File: src/rtl/serial_rx_pkg.sv
package serial_rx_pkg;
  localparam int unsigned DATA_W = 8;

  typedef enum logic [2:0] {
    ST_IDLE, ST_START, ST_DATA, ST_STOP, ST_BRK
  } rx_state_e;

  typedef struct packed {
    logic parity;
    logic frame;
    logic brk;
  } rx_tag_t;

  typedef struct packed {
    rx_tag_t           tag;
    logic [DATA_W-1:0] data;
  } rx_entry_t;
endpackage

File: src/rtl/serial_rx_sampler.sv
module serial_rx_sampler
  import serial_rx_pkg::*;
#(
  parameter int unsigned OVS = 16
) (
  input  logic      clk_i,
  input  logic      rst_ni,
  input  logic      rxd_i,
  input  logic      tick_i,
  output logic      push_o,
  output rx_entry_t entry_o
);
  localparam int unsigned CW   = $clog2(OVS);
  localparam int unsigned BW   = $clog2(DATA_W);
  localparam logic [CW-1:0] MID  = CW'(OVS/2 - 1);
  localparam logic [CW-1:0] LAST = CW'(OVS - 1);
  localparam logic [BW-1:0] TOP  = BW'(DATA_W - 1);

  rx_state_e         state_q;
  logic [CW-1:0]     cnt_q, hcnt_q;
  logic [BW-1:0]     bit_q;
  logic [DATA_W-1:0] shift_q;
  logic              all_low_q;

  always_ff @(posedge clk_i or negedge rst_ni) begin
    if (!rst_ni) begin
      state_q   <= ST_IDLE;
      cnt_q     <= '0;
      hcnt_q    <= '0;
      bit_q     <= '0;
      shift_q   <= '0;
      all_low_q <= 1'b0;
      push_o    <= 1'b0;
      entry_o   <= '0;
    end else begin
      push_o <= 1'b0;
      if (tick_i) begin
        unique case (state_q)
          ST_IDLE: if (!rxd_i) begin
            state_q <= ST_START;
            cnt_q   <= CW'(1);
          end
          ST_START: begin
            if (cnt_q == MID) begin
              cnt_q     <= '0;
              bit_q     <= '0;
              all_low_q <= 1'b1;
              state_q   <= rxd_i ? ST_IDLE : ST_DATA;  // glitch rejection
            end else begin
              cnt_q <= cnt_q + CW'(1);
            end
          end
          ST_DATA: begin
            if (cnt_q == LAST) begin
              cnt_q     <= '0;
              shift_q   <= {rxd_i, shift_q[DATA_W-1:1]};
              all_low_q <= all_low_q & ~rxd_i;
              if (bit_q == TOP) state_q <= ST_STOP;
              else bit_q <= bit_q + BW'(1);
            end else begin
              cnt_q <= cnt_q + CW'(1);
            end
          end
          ST_STOP: begin
            if (cnt_q == LAST) begin
              push_o       <= 1'b1;
              entry_o.data <= shift_q;
              entry_o.tag  <= '0;
              if (rxd_i) begin
                cnt_q   <= '0;
                state_q <= ST_IDLE;
              end else if (all_low_q) begin
                entry_o.tag.brk <= 1'b1;
                hcnt_q          <= '0;
                cnt_q           <= '0;
                state_q         <= ST_BRK;
              end else begin
                // bad stop bit: treat it as the next start bit, recheck on next tick
                entry_o.tag.frame <= 1'b1;
                cnt_q             <= MID;
                state_q           <= ST_START;
              end
            end else begin
              cnt_q <= cnt_q + CW'(1);
            end
          end
          ST_BRK: begin
            if (!rxd_i)            hcnt_q <= '0;
            else if (hcnt_q == MID) begin
              hcnt_q  <= '0;
              state_q <= ST_IDLE;
            end else               hcnt_q <= hcnt_q + CW'(1);
          end
          default: state_q <= ST_IDLE;
        endcase
      end
    end
  end

  a_r2_glitch_abort: assert property (@(posedge clk_i) disable iff (!rst_ni)
    (tick_i && state_q == ST_START && cnt_q == MID && rxd_i) |=> state_q == ST_IDLE);
  a_r3_push_after_stop: assert property (@(posedge clk_i) disable iff (!rst_ni)
    $rose(push_o) |-> $past(state_q) == ST_STOP);
  a_r6_break_zero: assert property (@(posedge clk_i) disable iff (!rst_ni)
    (push_o && entry_o.tag.brk) |-> (entry_o.data == '0 && !entry_o.tag.frame));
  a_r7_break_hold: assert property (@(posedge clk_i) disable iff (!rst_ni)
    (state_q == ST_BRK && tick_i && !rxd_i) |=> state_q == ST_BRK);
endmodule

File: src/rtl/serial_rx_fifo.sv
module serial_rx_fifo
  import serial_rx_pkg::*;
#(
  parameter int unsigned DEPTH = 16
) (
  input  logic                       clk_i,
  input  logic                       rst_ni,
  input  logic                       single_i,
  input  logic                       push_i,
  input  rx_entry_t                  entry_i,
  input  logic                       pop_i,
  output rx_entry_t                  head_o,
  output logic [$clog2(DEPTH+1)-1:0] count_o,
  output logic                       load_o,
  output rx_tag_t                    load_tag_o,
  output logic                       drain_o,
  output logic                       errors_held_o
);
  localparam int unsigned AW   = $clog2(DEPTH);
  localparam int unsigned CNTW = $clog2(DEPTH+1);

  rx_entry_t         mem_q [DEPTH];
  logic [AW-1:0]     rd_q, wr_q;
  logic [CNTW-1:0]   cnt_q;
  logic              do_push, do_pop;
  logic [DEPTH-1:0]  held;

  assign do_pop  = pop_i && cnt_q != '0 && !(single_i && push_i);
  assign do_push = push_i && (single_i || cnt_q != CNTW'(DEPTH));

  always_ff @(posedge clk_i) begin
    if (do_push) mem_q[single_i ? '0 : wr_q] <= entry_i;
  end

  always_ff @(posedge clk_i or negedge rst_ni) begin
    if (!rst_ni) begin
      rd_q  <= '0;
      wr_q  <= '0;
      cnt_q <= '0;
    end else if (single_i && do_push) begin
      rd_q  <= '0;
      wr_q  <= AW'(1);
      cnt_q <= CNTW'(1);
    end else begin
      if (do_push) wr_q <= wr_q + AW'(1);
      if (do_pop)  rd_q <= rd_q + AW'(1);
      cnt_q <= cnt_q + CNTW'(do_push) - CNTW'(do_pop);
    end
  end

  // head change events for the status flags
  always_comb begin
    load_o     = 1'b0;
    load_tag_o = '0;
    drain_o    = 1'b0;
    if (single_i && do_push) begin
      load_o     = 1'b1;
      load_tag_o = entry_i.tag;
    end else if (do_pop && cnt_q > CNTW'(1)) begin
      load_o     = 1'b1;
      load_tag_o = mem_q[rd_q + AW'(1)].tag;
    end else if (do_push && (cnt_q == '0 || do_pop)) begin
      load_o     = 1'b1;
      load_tag_o = entry_i.tag;
    end else if (do_pop) begin
      drain_o = 1'b1;
    end
  end

  for (genvar g = 0; g < DEPTH; g++) begin : g_held
    logic [AW-1:0] off;
    assign off     = AW'(g) - rd_q;
    assign held[g] = ({1'b0, off} < cnt_q) && (mem_q[g].tag != '0);
  end

  assign errors_held_o = |held;
  assign head_o        = mem_q[rd_q];
  assign count_o       = cnt_q;

  a_r8_count_bound: assert property (@(posedge clk_i) disable iff (!rst_ni)
    cnt_q <= CNTW'(DEPTH));
  a_r8_full_drop: assert property (@(posedge clk_i) disable iff (!rst_ni)
    (!single_i && cnt_q == CNTW'(DEPTH) && push_i && !pop_i) |=> cnt_q == CNTW'(DEPTH));
endmodule

File: src/rtl/serial_rx_flags.sv
module serial_rx_flags
  import serial_rx_pkg::*;
(
  input  logic    clk_i,
  input  logic    rst_ni,
  input  logic    fifo_mode_i,
  input  logic    lsr_rd_i,
  input  logic    load_i,
  input  rx_tag_t load_tag_i,
  input  logic    drain_i,
  input  logic    err_push_i,
  input  logic    errors_held_i,
  output logic    frame_err_o,
  output logic    break_o,
  output logic    fifo_err_o
);
  logic fe_q, bi_q, sum_q;
  logic fe_base, bi_base;

  assign fe_base = lsr_rd_i ? 1'b0 : fe_q;
  assign bi_base = lsr_rd_i ? 1'b0 : bi_q;

  always_ff @(posedge clk_i or negedge rst_ni) begin
    if (!rst_ni) begin
      fe_q  <= 1'b0;
      bi_q  <= 1'b0;
      sum_q <= 1'b0;
    end else begin
      if (load_i) begin
        // queued mode: flags follow the head; single mode: accumulate
        fe_q <= (fifo_mode_i ? 1'b0 : fe_base) | load_tag_i.frame;
        bi_q <= (fifo_mode_i ? 1'b0 : bi_base) | load_tag_i.brk;
      end else if (drain_i && fifo_mode_i) begin
        fe_q <= 1'b0;
        bi_q <= 1'b0;
      end else begin
        fe_q <= fe_base;
        bi_q <= bi_base;
      end
      if (!fifo_mode_i)    sum_q <= 1'b0;
      else if (err_push_i) sum_q <= 1'b1;
      else if (lsr_rd_i)   sum_q <= errors_held_i;
    end
  end

  assign frame_err_o = fe_q;
  assign break_o     = bi_q;
  assign fifo_err_o  = fifo_mode_i & sum_q;

  a_r9_read_clears: assert property (@(posedge clk_i) disable iff (!rst_ni)
    (lsr_rd_i && !load_i) |=> (!frame_err_o && !break_o));
  a_r11_sum_release: assert property (@(posedge clk_i) disable iff (!rst_ni)
    (lsr_rd_i && !err_push_i && !errors_held_i) |=> !fifo_err_o);
  a_r11_sum_hold: assert property (@(posedge clk_i) disable iff (!rst_ni)
    (fifo_mode_i && err_push_i) |=> (sum_q || !fifo_mode_i));
endmodule

File: src/rtl/serial_rx_status.sv
module serial_rx_status
  import serial_rx_pkg::*;
#(
  parameter int unsigned OVS   = 16,
  parameter int unsigned DEPTH = 16
) (
  input  logic              clk_i,
  input  logic              rst_ni,
  input  logic              rxd_i,
  input  logic              tick16_i,
  input  logic              fifo_mode_i,
  input  logic              lsr_rd_i,
  input  logic              rbr_rd_i,
  output logic [DATA_W-1:0] rx_data_o,
  output logic              data_ready_o,
  output logic              frame_err_o,
  output logic              break_o,
  output logic              fifo_err_o
);
  localparam int unsigned CNTW = $clog2(DEPTH+1);

  logic            push, load, drain, held;
  rx_entry_t       entry, head;
  rx_tag_t         load_tag;
  logic [CNTW-1:0] count;

  serial_rx_sampler #(.OVS(OVS)) u_sampler (
    .clk_i, .rst_ni, .rxd_i, .tick_i(tick16_i),
    .push_o(push), .entry_o(entry)
  );

  serial_rx_fifo #(.DEPTH(DEPTH)) u_fifo (
    .clk_i, .rst_ni, .single_i(!fifo_mode_i),
    .push_i(push), .entry_i(entry), .pop_i(rbr_rd_i),
    .head_o(head), .count_o(count), .load_o(load), .load_tag_o(load_tag),
    .drain_o(drain), .errors_held_o(held)
  );

  serial_rx_flags u_flags (
    .clk_i, .rst_ni, .fifo_mode_i, .lsr_rd_i,
    .load_i(load), .load_tag_i(load_tag), .drain_i(drain),
    .err_push_i(push && entry.tag != '0 && count != CNTW'(DEPTH)),
    .errors_held_i(held),
    .frame_err_o, .break_o, .fifo_err_o
  );

  assign rx_data_o    = head.data;
  assign data_ready_o = count != '0;

  a_r10_single_one: assert property (@(posedge clk_i) disable iff (!rst_ni)
    !fifo_mode_i |=> (count <= CNTW'(1) || $past(fifo_mode_i)));
endmodule

File: config.mk
export PLATFORM = sky130hd
export DESIGN_NAME = serial_rx_status
export DESIGN_NICKNAME = d
export VERILOG_FILES = /design/src/rtl/serial_rx_pkg.sv /design/src/rtl/serial_rx_sampler.sv /design/src/rtl/serial_rx_fifo.sv /design/src/rtl/serial_rx_flags.sv /design/src/rtl/serial_rx_status.sv
export SDC_FILE = /design/constraint.sdc
export NUM_CORES = 1
export LEC_CHECK = 0
export BUFFER_PORTS_ARGS = -buffer_cell sky130_fd_sc_hd__buf_2
export CELL_PAD_IN_SITES_DETAIL_PLACEMENT = 0
export CELL_PAD_IN_SITES_GLOBAL_PLACEMENT = 1
export CORE_ASPECT_RATIO = 1.25
export CORE_MARGIN = 1.5
export CORE_UTILIZATION = 35
export CTS_BUF_LIST = sky130_fd_sc_hd__clkbuf_4
export DETAILED_ROUTE_END_ITERATION = 10
export PLACE_DENSITY_LB_ADDON = 0.25
export SLEW_MARGIN = 20
export SYNTH_ARGS = -nofsm -noshare
export SYNTH_HDL_FRONTEND = slang
export SYNTH_HIERARCHICAL = 1
export SYNTH_SLANG_ARGS = --single-unit
File: constraint.sdc
create_clock -name clk_i -period 4.7 [get_ports clk_i]
set_input_delay 0.235 -clock clk_i [delete_from_list [all_inputs] [get_ports clk_i]]
set_output_delay 0.235 -clock clk_i [all_outputs]
set_load 0.02 [all_outputs]
==> impl_metrics.py <==
metrics = {
    "run_status": {
        "status": "completed",
    },
    "clocking": {
        "cts_inserted_buffers": 56,
        "cts_max_level": 2,
        "cts_tree": "done",
        "clk_latency_ps": 700,
        "max-clock-path-buffers": 3,
        "cts.sinks": 226,
        "clk_pin_slew_ps": 80,
        "cts-root-buf": "clkbuf_4",
        "ctsResizeCount": 0,
    },
    "drt": {
        "antenna_left": 0,
        "vias_per_cell": 5.142,
        "vias": 6186,
        "drt_iter0_drc": 380,
        "drcViolationCount": 0,
        "first_pass_iters": 4,
        "wl_per_cell_um": 20.00,
        "totalWireLength_mm": 24.06,
    },
    "sta": {
        "finalCriticalPeriod_ps": 3985,
        "setup-violations-final": 0,
        "hold_viol": 0,
        "whs_ps": 133.2,
        "fin_setup_tns_ps": 0,
        "timing.fmax_mhz": 250.9,
        "finalCritPeriodShare": 0.8479,
        "drv_slew": 0,
        "skew_ps": 61.51,
        "slew_headroom": 0.3966,
        "worst_pin_slew_ps": 900.2,
        "rsz0062_at_grt": "false",
    },
    "hold_path": {
        "hold_depth": 5,
        "hold_end": "u_fifo/rd_q[2]",
        "min_from": "rbr_rd_i",
        "hold_class": "input pin to flip-flop",
    },
    "worst_setup_path": {
        "end_kind": "flip-flop",
        "reg2reg_depth": 12,
        "start_kind": "flip-flop",
        "r2r_start": "u_fifo/rd_q[1]",
        "required_ps": 5230,
        "crit_fanout": 10,
        "r2r-end": "u_flags/sum_q",
        "r2r_setup_slack_ps": 710,
        "crit_type": "flip-flop to flip-flop",
        "critical_path_arrival_ps": 4510,
    },
    "global_routing": {
        "grt_overflow_total": 0,
        "grt_max_degree": 51,
        "antenna_found_initial": 1,
        "track_usage": 0.1603,
        "grt_pass1_vias": 6377,
        "grt_pass1_wl_mm": 37.00,
    },
    "synthesis": {
        "syn_area_per_cell_um2": 15.47,
        "synthCells": 684,
        "yosysWarnings": 6,
        "syn-num-nets": 741,
        "netlist_area_mm2": 0.01058,
    },
    "placement": {
        "io_buffer_count": 18,
        "hpwl_mm": 15.33,
        "place_congestion": 0.8320,
    },
    "die": {
        "initial_core_util": 0.3535,
        "ioPinCount": 19,
        "die_h_um": 197.4,
        "design.die.area_mm2": 0.03129,
        "core_area_mm2": 0.02994,
        "die_x_um": 158.5,
        "rows": 71,
    },
    "cells_and_area": {
        "n_fill_cell": 2837,
        "area_growth_pct": 12.58,
        "mostFrequentLayoutCells": "176 x edfxtp_1, 78 x clkbuf_4, 49 x ha_1, 49 x dfrtp_1",
        "drive_gt1_frac": 0.2235,
        "layout_commonest_cell": "edfxtp_1",
        "fin_nets": 811,
    },
    "job": {
        "cap_viol_max_count": 0,
    },
    "pwr": {
        "irDropWorstVdd_v": 0.0002694,
        "powerDensity_mw_per_mm2": 529.6,
        "p_leak_uw": 0.004601,
    },
}
-- critical path, cell delays in order (launching register included) --
cell	delay (ps)
dfrtp_1	470
inv_1	150
ha_1	600
inv_1	150
ha_1	330
a31oi_1	100
o21ai_0	140
nor4bb_1	280
nor4b_1	330
nand4_1	230
mux2_1	340
o21a_1	170
dlygate4sd3_1	550
-- flip-flops by register name, summed over array words and instances, names as in the netlist --
name,flops
u_fifo/count_o,5
u_fifo/mem_q,176
u_fifo/rd_q,4
u_fifo/wr_q,4
u_flags/break_o,1
u_flags/frame_err_o,1
u_flags/sum_q,1
u_sampler/all_low_q,1
u_sampler/bit_q,3
u_sampler/cnt_q,4
u_sampler/entry_o,10
u_sampler/hcnt_q,4
u_sampler/push_o,1
u_sampler/shift_q,8
u_sampler/state_q,3
-- metrics by stage --
step                  util  setup WS, ps  total power (uW)  area [um2]  cells
global placement    0.3720          1081              4755       11140   1091
floorplan                -          1355              4239       10580    684
detailed placement  0.3720          1087              4798       11140   1091
global route        0.3979         465.6              6774       11910   1203
CTS                 0.3978         692.3              6408       11910   1202
finish              0.3979         714.9              6309       11910   1203
-- worst max-delay path by stage --
stage	start	endpoint	slack [ps]
finish	u_fifo/rd_q[1]	u_flags/sum_q	710
global route	u_fifo/rd_q[1]	u_flags/sum_q	470
CTS	u_fifo/rd_q[1]	u_flags/sum_q	690
detailed placement	u_fifo/count_o[2]	u_fifo/count_o[4]	1090
global placement	u_fifo/count_o[2]	u_fifo/count_o[4]	1080
floorplan	u_fifo/count_o[3]	u_fifo/count_o[4]	1350
-- final cells by class --
class,count,area (um2),share of cell area
Timing Repair Buffer,44,300.3,0.02521
Antenna cell,1,2.502,0.0002101
Clock inverter,27,126.4,0.01061
Tap cell,401,501.7,0.04212
Multi-Input combinational cell,390,3724,0.3126
Inverter,36,135.1,0.01134
Sequential cell,226,6538,0.5488
Clock buffer,78,585.6,0.04915
-- report_power, final --
part	internal, uW	total [uW]	switching [uW]	leakage, uW
sequential	2220	2380	158	0.00233
combinational	1040	2360	1320	0.00185
clock	780	1570	789	0.000413
-- layer usage --
layer / GRT usage / wire (um)
met5: 0 / 0
met4: 0.05607 / 639
met3: 0.03598 / 1125
met1: 0.2043 / 10230
met2: 0.2677 / 12070
-- repair_timing --
item,in CTS,in global routing
setup endpoints to repair,0,0
setup buffers,0,0
endpoints found under the hold margin,61,0
hold buffers,6,0
No activity file was read; power rests on OpenSTA's default activity.
